$ cat src/rtl/dmach_pkg.sv
package dmach_pkg;

  typedef enum logic [1:0] {
    ADJ_INC     = 2'd0,
    ADJ_DEC     = 2'd1,
    ADJ_FIX     = 2'd2,
    ADJ_INC_RLD = 2'd3
  } adj_e;

  typedef enum logic [1:0] {
    ST_IDLE = 2'd0,
    ST_RD   = 2'd1,
    ST_WR   = 2'd2
  } st_e;

  // Control field positions that software relies on
  localparam int CF_DADJ = 5;
  localparam int CF_SADJ = 7;
  localparam int CF_RPT  = 9;
  localparam int CF_WORD = 10;
  localparam int CF_TIM  = 12;
  localparam int CF_IE   = 14;
  localparam int CF_EN   = 15;

  localparam logic [2:0] OFS_SRC_LO = 3'd0;
  localparam logic [2:0] OFS_SRC_HI = 3'd1;
  localparam logic [2:0] OFS_DST_LO = 3'd2;
  localparam logic [2:0] OFS_DST_HI = 3'd3;
  localparam logic [2:0] OFS_CNT    = 3'd4;
  localparam logic [2:0] OFS_CTL    = 3'd5;

  typedef struct packed {
    logic       en;
    logic       ie;
    logic [1:0] timing;
    logic       word;
    logic       rpt;
    logic [1:0] sadj;
    logic [1:0] dadj;
  } ctl_t;

  function automatic ctl_t ctl_decode(input logic [15:0] w);
    ctl_t c;
    c.en     = w[CF_EN];
    c.ie     = w[CF_IE];
    c.timing = w[CF_TIM+1:CF_TIM];
    c.word   = w[CF_WORD];
    c.rpt    = w[CF_RPT];
    c.sadj   = w[CF_SADJ+1:CF_SADJ];
    c.dadj   = w[CF_DADJ+1:CF_DADJ];
    return c;
  endfunction

endpackage

$ cat src/rtl/dmach_regs.sv
module dmach_regs
  import dmach_pkg::*;
#(
  parameter int ADDR_W = 28,
  parameter int CNT_W  = 16
) (
  input  logic              clk,
  input  logic              rst_n,
  input  logic              wr,
  input  logic [2:0]        ofs,
  input  logic [15:0]       wdata,
  input  logic              clr_en,
  output logic [ADDR_W-1:0] src_q,
  output logic [ADDR_W-1:0] dst_q,
  output logic [CNT_W-1:0]  cnt_q,
  output ctl_t              ctl_q
);
  localparam int HI_W = ADDR_W - 16;

  logic [ADDR_W-1:0] src_d, dst_d;
  logic [CNT_W-1:0]  cnt_d;
  ctl_t              ctl_d;

  always_comb begin
    src_d = src_q;
    dst_d = dst_q;
    cnt_d = cnt_q;
    ctl_d = ctl_q;
    if (clr_en) ctl_d.en = 1'b0;
    if (wr) begin
      unique case (ofs)
        OFS_SRC_LO: src_d[15:0]        = wdata;
        OFS_SRC_HI: src_d[ADDR_W-1:16] = wdata[HI_W-1:0];
        OFS_DST_LO: dst_d[15:0]        = wdata;
        OFS_DST_HI: dst_d[ADDR_W-1:16] = wdata[HI_W-1:0];
        OFS_CNT:    cnt_d              = wdata[CNT_W-1:0];
        OFS_CTL:    ctl_d              = ctl_decode(wdata);
        default:    ;
      endcase
    end
  end

  always_ff @(posedge clk or negedge rst_n) begin
    if (!rst_n) begin
      src_q <= '0;
      dst_q <= '0;
      cnt_q <= '0;
      ctl_q <= '0;
    end else begin
      src_q <= src_d;
      dst_q <= dst_d;
      cnt_q <= cnt_d;
      ctl_q <= ctl_d;
    end
  end
endmodule

$ cat src/rtl/dmach_step.sv
module dmach_step
  import dmach_pkg::*;
#(
  parameter int ADDR_W = 28
) (
  input  logic [ADDR_W-1:0] addr,
  input  adj_e              mode,
  input  logic              word,
  output logic [ADDR_W-1:0] nxt
);
  logic [ADDR_W-1:0] stride;

  always_comb begin
    stride = word ? ADDR_W'(4) : ADDR_W'(2);
    unique case (mode)
      ADJ_INC, ADJ_INC_RLD: nxt = addr + stride;
      ADJ_DEC:              nxt = addr - stride;
      default:              nxt = addr;
    endcase
  end
endmodule

$ cat src/rtl/dmach_seq.sv
module dmach_seq
  import dmach_pkg::*;
#(
  parameter int              ADDR_W = 28,
  parameter int              CNT_W  = 16,
  parameter int              CH_ID  = 0,
  parameter logic [ADDR_W-1:0] FIFO_A = 'h0A0,
  parameter logic [ADDR_W-1:0] FIFO_B = 'h0A4
) (
  input  logic              clk,
  input  logic              rst_n,
  input  ctl_t              ctl,
  input  logic [ADDR_W-1:0] src_q,
  input  logic [ADDR_W-1:0] dst_q,
  input  logic [CNT_W-1:0]  cnt_q,
  input  logic              start,
  input  logic [31:0]       mem_rdata,
  input  logic              mem_ack,
  output logic              mem_req,
  output logic              mem_we,
  output logic [ADDR_W-1:0] mem_addr,
  output logic              mem_size,
  output logic [31:0]       mem_wdata,
  output logic              mem_seq,
  output logic              irq,
  output logic              busy,
  output logic              clr_en
);
  localparam int BLK_W = CNT_W + 1;
  localparam logic [BLK_W-1:0] ZERO_LEN = (CH_ID == 3) ? BLK_W'(1) << CNT_W
                                                       : BLK_W'(1) << (CNT_W - 2);
  localparam logic [BLK_W-1:0] FIFO_LEN = BLK_W'(4);

  st_e               st_q, st_d;
  logic [ADDR_W-1:0] wsrc_q, wsrc_d, wdst_q, wdst_d;
  logic [BLK_W-1:0]  left_q, left_d, blk_q, blk_d;
  logic              fifo_q, fifo_d, first_q, first_d, enp_q;
  logic [31:0]       data_q, data_d;

  logic              rise, wrd, last, fifo_hit;
  logic [BLK_W-1:0]  cnt_len, new_len;
  logic [ADDR_W-1:0] src_nx, dst_nx;
  adj_e              smode, dmode;

  // FIFO feed mode exists only on the channels that serve the audio FIFOs
  generate
    if (CH_ID == 1 || CH_ID == 2) begin : g_fifo
      assign fifo_hit = (ctl.timing == 2'd3) && ctl.rpt &&
                        ((dst_q == FIFO_A) || (dst_q == FIFO_B));
    end else begin : g_nofifo
      assign fifo_hit = 1'b0;
    end
  endgenerate

  assign rise    = ctl.en & ~enp_q;
  assign wrd     = fifo_q | ctl.word;
  assign last    = (left_q == BLK_W'(1));
  assign cnt_len = (cnt_q == '0) ? ZERO_LEN : {1'b0, cnt_q};
  assign new_len = fifo_hit ? FIFO_LEN : cnt_len;

  always_comb begin
    if (fifo_q)                     smode = ADJ_INC;
    else if (ctl.sadj == 2'd3)      smode = ADJ_FIX;
    else                            smode = adj_e'(ctl.sadj);
    dmode = fifo_q ? ADJ_FIX : adj_e'(ctl.dadj);
  end

  dmach_step #(.ADDR_W(ADDR_W)) u_src_step (
    .addr(wsrc_q), .mode(smode), .word(wrd), .nxt(src_nx));
  dmach_step #(.ADDR_W(ADDR_W)) u_dst_step (
    .addr(wdst_q), .mode(dmode), .word(wrd), .nxt(dst_nx));

  always_comb begin
    st_d    = st_q;
    wsrc_d  = wsrc_q;
    wdst_d  = wdst_q;
    left_d  = left_q;
    blk_d   = blk_q;
    fifo_d  = fifo_q;
    first_d = first_q;
    data_d  = data_q;
    clr_en  = 1'b0;
    unique case (st_q)
      ST_IDLE: begin
        if (rise) begin
          wsrc_d = src_q;
          wdst_d = dst_q;
          fifo_d = fifo_hit;
          blk_d  = new_len;
          if (ctl.timing == 2'd0) begin
            st_d    = ST_RD;
            left_d  = new_len;
            first_d = 1'b1;
          end
        end else if (start && ctl.en) begin
          st_d    = ST_RD;
          left_d  = blk_q;
          first_d = 1'b1;
        end
      end
      ST_RD: begin
        if (!ctl.en) begin
          st_d = ST_IDLE;
        end else if (mem_ack) begin
          data_d = wrd ? mem_rdata : {16'h0000, mem_rdata[15:0]};
          st_d   = ST_WR;
        end
      end
      ST_WR: begin
        if (!ctl.en) begin
          st_d = ST_IDLE;
        end else if (mem_ack) begin
          wsrc_d  = src_nx;
          wdst_d  = dst_nx;
          left_d  = left_q - BLK_W'(1);
          first_d = 1'b0;
          if (last) begin
            st_d = ST_IDLE;
            if (ctl.rpt) begin
              if (ctl.dadj == 2'd3 && !fifo_q) wdst_d = dst_q;
            end else begin
              clr_en = 1'b1;
            end
          end else begin
            st_d = ST_RD;
          end
        end
      end
      default: st_d = ST_IDLE;
    endcase
  end

  always_ff @(posedge clk or negedge rst_n) begin
    if (!rst_n) begin
      st_q    <= ST_IDLE;
      wsrc_q  <= '0;
      wdst_q  <= '0;
      left_q  <= '0;
      blk_q   <= '0;
      fifo_q  <= 1'b0;
      first_q <= 1'b0;
      data_q  <= '0;
      enp_q   <= 1'b0;
    end else begin
      st_q    <= st_d;
      wsrc_q  <= wsrc_d;
      wdst_q  <= wdst_d;
      left_q  <= left_d;
      blk_q   <= blk_d;
      fifo_q  <= fifo_d;
      first_q <= first_d;
      data_q  <= data_d;
      enp_q   <= ctl.en;
    end
  end

  assign busy      = (st_q != ST_IDLE);
  assign mem_req   = busy & ctl.en;
  assign mem_we    = (st_q == ST_WR);
  assign mem_size  = wrd;
  assign mem_seq   = ~((st_q == ST_RD) & first_q);
  assign mem_wdata = data_q;
  assign irq       = (st_q == ST_WR) & ctl.en & mem_ack & last & ctl.ie;

  always_comb begin
    mem_addr = (st_q == ST_WR) ? wdst_q : wsrc_q;
    mem_addr[0] = 1'b0;
    if (wrd) mem_addr[1] = 1'b0;
  end
endmodule

$ cat src/rtl/dmach_top.sv
module dmach_top
  import dmach_pkg::*;
#(
  parameter int                ADDR_W = 28,
  parameter int                CNT_W  = 16,
  parameter int                CH_ID  = 0,
  parameter logic [ADDR_W-1:0] FIFO_A = 'h0A0,
  parameter logic [ADDR_W-1:0] FIFO_B = 'h0A4
) (
  input  logic              clk,
  input  logic              rst_n,
  input  logic              reg_wr,
  input  logic [2:0]        reg_ofs,
  input  logic [15:0]       reg_wdata,
  input  logic              start,
  output logic              mem_req,
  output logic              mem_we,
  output logic [ADDR_W-1:0] mem_addr,
  output logic              mem_size,
  output logic [31:0]       mem_wdata,
  input  logic [31:0]       mem_rdata,
  input  logic              mem_ack,
  output logic              mem_seq,
  output logic              irq,
  output logic              busy
);
  logic [1:0]        rst_sync_q;
  logic              rst_int_n;
  logic [ADDR_W-1:0] src_q, dst_q;
  logic [CNT_W-1:0]  cnt_q;
  ctl_t              ctl_q;
  logic              clr_en;

  // Asserted asynchronously, released on the clock
  always_ff @(posedge clk or negedge rst_n) begin
    if (!rst_n) rst_sync_q <= 2'b00;
    else        rst_sync_q <= {rst_sync_q[0], 1'b1};
  end
  assign rst_int_n = rst_sync_q[1];

  dmach_regs #(.ADDR_W(ADDR_W), .CNT_W(CNT_W)) u_regs (
    .clk(clk), .rst_n(rst_int_n), .wr(reg_wr), .ofs(reg_ofs),
    .wdata(reg_wdata), .clr_en(clr_en), .src_q(src_q), .dst_q(dst_q),
    .cnt_q(cnt_q), .ctl_q(ctl_q));

  dmach_seq #(.ADDR_W(ADDR_W), .CNT_W(CNT_W), .CH_ID(CH_ID),
              .FIFO_A(FIFO_A), .FIFO_B(FIFO_B)) u_seq (
    .clk(clk), .rst_n(rst_int_n), .ctl(ctl_q), .src_q(src_q),
    .dst_q(dst_q), .cnt_q(cnt_q), .start(start), .mem_rdata(mem_rdata),
    .mem_ack(mem_ack), .mem_req(mem_req), .mem_we(mem_we),
    .mem_addr(mem_addr), .mem_size(mem_size), .mem_wdata(mem_wdata),
    .mem_seq(mem_seq), .irq(irq), .busy(busy), .clr_en(clr_en));
endmodule

$ cat config.mk
export PLATFORM = sky130hd
export DESIGN_NAME = dmach_top
export DESIGN_NICKNAME = d
export VERILOG_FILES = /design/src/rtl/dmach_pkg.sv /design/src/rtl/dmach_regs.sv /design/src/rtl/dmach_step.sv /design/src/rtl/dmach_seq.sv /design/src/rtl/dmach_top.sv
export SDC_FILE = /design/constraint.sdc
export NUM_CORES = 1
export LEC_CHECK = 0
export ABC_CLOCK_PERIOD_IN_PS = 5790
export CORE_ASPECT_RATIO = 1.1
export CORE_UTILIZATION = 25
export DETAILED_ROUTE_END_ITERATION = 6
export GPL_ROUTABILITY_DRIVEN = 0
export PLACE_DENSITY = 0.54
export SLEW_MARGIN = 20
export SYNTH_ARGS = -nofsm -noshare
export SYNTH_HDL_FRONTEND = slang
export SYNTH_SLANG_ARGS = --single-unit
$ cat constraint.sdc
create_clock -name clk -period 5.79 [get_ports clk]
set_clock_uncertainty 0.05 [all_clocks]
set_input_delay 0.579 -clock clk [delete_from_list [all_inputs] [get_ports clk]]
set_output_delay 0.579 -clock clk [all_outputs]
set_load 0.1 [all_outputs]
==> impl_metrics.toml <==
[clock_network]
numCtsBuffers = 26
clock-sinks = 205
cts.htree.levels = 1
clk_latency_ns = 0.56
postCtsHoldBufs = 0
clockBufferDepth = 3
cts_root_buffer = "clkbuf_16"
cts_resized = 0
post-cts-setup-buffer-count = 0
cts_tree = "built"
cts.clk_slew.worst_paths_ns = 0.06

[cells_and_area]
area_delta_synth_final_pct = 23.0
layout.nets = 1490
drive_gt1_frac = 0.129
fin_util = 0.312
num_antenna_cells = 0

[power]
p_switching_mw = 4.13
peakVddDrop_uv = 419
p_seq_frac = 0.304
switching_share = 0.496
leakagePower_nw = 6.16
internal_power_mw = 4.20
p_clk_frac = 0.201
p_comb_frac = 0.495
power_density_nw_per_um2 = 574

[synth]
synth_common_cells = "nand2_1 (230), dfrtp_1 (205), o21ai_0 (103)"
synth_top_cell_by_area = "dfrtp_1"
syn_area_um2 = 11800
syn_inst = 1317
netlist_top_cells_area = "dfrtp_1 (43%), mux2_2 (9.3%), nand2_1 (7.3%)"
ys_ff_latch = 205
syn-num-nets = 1405
async_flop_share = 1.00
postSynthAreaPerCell_um2 = 8.97
seq_area_frac_synth = 0.434
synth-edff-count = 0
synth_top_area_share = 0.434
synth_ff_type = "dfrtp_1"
synth_warnings = 0
ys_types = 74
yosysMostFrequentCell = "nand2_1"

[die]
dieArea_um2 = 48100
num_rows = 83
core_um2 = 46600
die_w_um = 209
ioPinCount = 122
fp.dieH_um = 230
initial_core_util = 0.253

[routing]
drt-initial-drc-count = 844
wl_um = 38800
drcViolationCount = 0
drtAntennaViolNets = 0
wl_met3_um = 2510
drt-wirelength-per-cell_um = 19.2
wl_met2_um = 17500
top_layer = "met4"
dr.pass1.iters = 5
wl_met1_um = 17900
vias_per_cell = 5.22
vias = 10536

[grt]
grt_pass1_wl_um = 60300
grt-ovfl-total = 0
grt_max_degree = 142
track_usage = 0.160
grt_pass1_vias = 10107
antenna_found_initial = 1

[critical_path]
cp_max_fo = 7
crit_arrival_ns = 3.61
endpoint_kind = "output pin"
cp-start-kind = "flip-flop"
critPathKind = "reg -> out"
crit_start = "u_seq.left_q[6]"
required_ns = 5.16
r2r_start = "u_regs.ctl_q[0]"

[sta]
worst-slew-pin-transition_ns = 1.01
setup_viol = 0
slew_headroom = 0.326
post-route-min-period_ns = 4.24
rsz0062_at_grt = "false"
fmax_mhz = 236
fin_setup_tns_ns = 0
drv_slew = 0
final.period_utilization = 0.732
hold-worst-slack_ns = 0.135
hold_viol = 0

[placement]
dp_hpwl_um = 27500
io_buffers = 120

[job]
max_cap_viol_count = 0

[min_path]
hp-class = "in -> async"

[outcome]
status = "complete, no violations"
-- state kept, by name, indices dropped and copies added, names as in the netlist, 10 cells and up --
signal,count
u_regs.dst_q,27
u_seq.left_q,17
u_regs.cnt_q,16
u_regs.ctl_q,10
u_seq.blk_q,16
u_seq.mem_wdata,32
u_seq.wdst_q,27
u_regs.src_q,27
u_seq.wsrc_q,27
-- cells in the final DEF (no fill, tap or decap), types with 10 or more instances in the layout --
cell / n
nor2b_1: 14
clkdlybuf4s50_1: 120
clkbuf_16: 26
nor4_1: 12
mux2_2: 98
a31oi_1: 23
nand2_1: 230
xor2_1: 11
o21ai_0: 102
inv_1: 27
xnor2_1: 13
buf_4: 16
mux2i_1: 17
dfrtp_1: 204
o31ai_1: 10
nand3_1: 45
a21o_1: 10
nor2_1: 79
and3_1: 27
or3_1: 10
ha_1: 32
a21oi_1: 86
o22ai_1: 15
nor3_1: 28
nand4_1: 14
-- final timing paths --
check	to	slack (ns)	cells after the start
setup / recovery	irq	1.55	5
hold / removal	rst_sync_q[1]	0.14	1
setup reg to reg	u_seq.wdst_q[19]	1.91	12
hold reg to reg	rst_sync_q[1]	0.30	0
max in group asynchronous	u_seq.mem_wdata[29]	3.96	1
min in group clk	rst_sync_q[1]	0.30	0
-- critical path, cell delays in order, from the launching register on --
cell             delay [ns]
dfrtp_1                0.42
or4_4                  0.58
or3_1                  0.47
nor3_1                 0.24
and3_1                 0.21
clkdlybuf4s50_1        1.14
-- final cells by class --
class,count,area [µm²]
Fill cell,4847,32100
Multi-Input combinational cell,1004,6290
Sequential cell,205,5130
Timing Repair Buffer,138,1360
Clock buffer,35,754
Tap cell,595,744
Clock inverter,13,143
Inverter,27,101
-- layer usage --
layer | track usage | vias to the layer above
met4 | 0.0457 | 0
met5 | 0 | -
met3 | 0.0280 | 56
met1 | 0.224 | 5208
li1 | - | 4915
met2 | 0.251 | 357
-- power by group through the flow --
stage	combinational [mW]	clock [mW]	sequential, mW
3_3_place_gp	4.07	0	2.53
4_1_cts	4.11	1.72	2.52
3_5_place_dp	4.10	0	2.54
2_1_floorplan	2.56	0	2.94
6_report	4.12	1.67	2.54
5_1_grt	4.41	1.78	2.61
-- per-stage QoR --
step,std cells,instance area [µm²],power (mW),setup WS [ns]
2_1_floorplan,1317,11800,5.50,1.81
3_3_place_gp,1969,13600,6.60,2.07
3_5_place_dp,1969,13600,6.65,1.94
4_1_cts,2017,14500,8.36,1.55
5_1_grt,2017,14500,8.80,1.44
6_report,2017,14500,8.34,1.55
-- logic make-up after synthesis --
logic type	count (synthesis)	synth area share
muxes	115	0.108
DFF	205	0.434
AOI/OAI and AO/OA	328	0.173
adders and majority gates	32	0.0339
xor gates and xnor gates	24	0.0178
and+or+nand+nor	503	0.197
other	2	0.000636
buffers and inverters	108	0.0361
(Power assumes the default switching activity.)
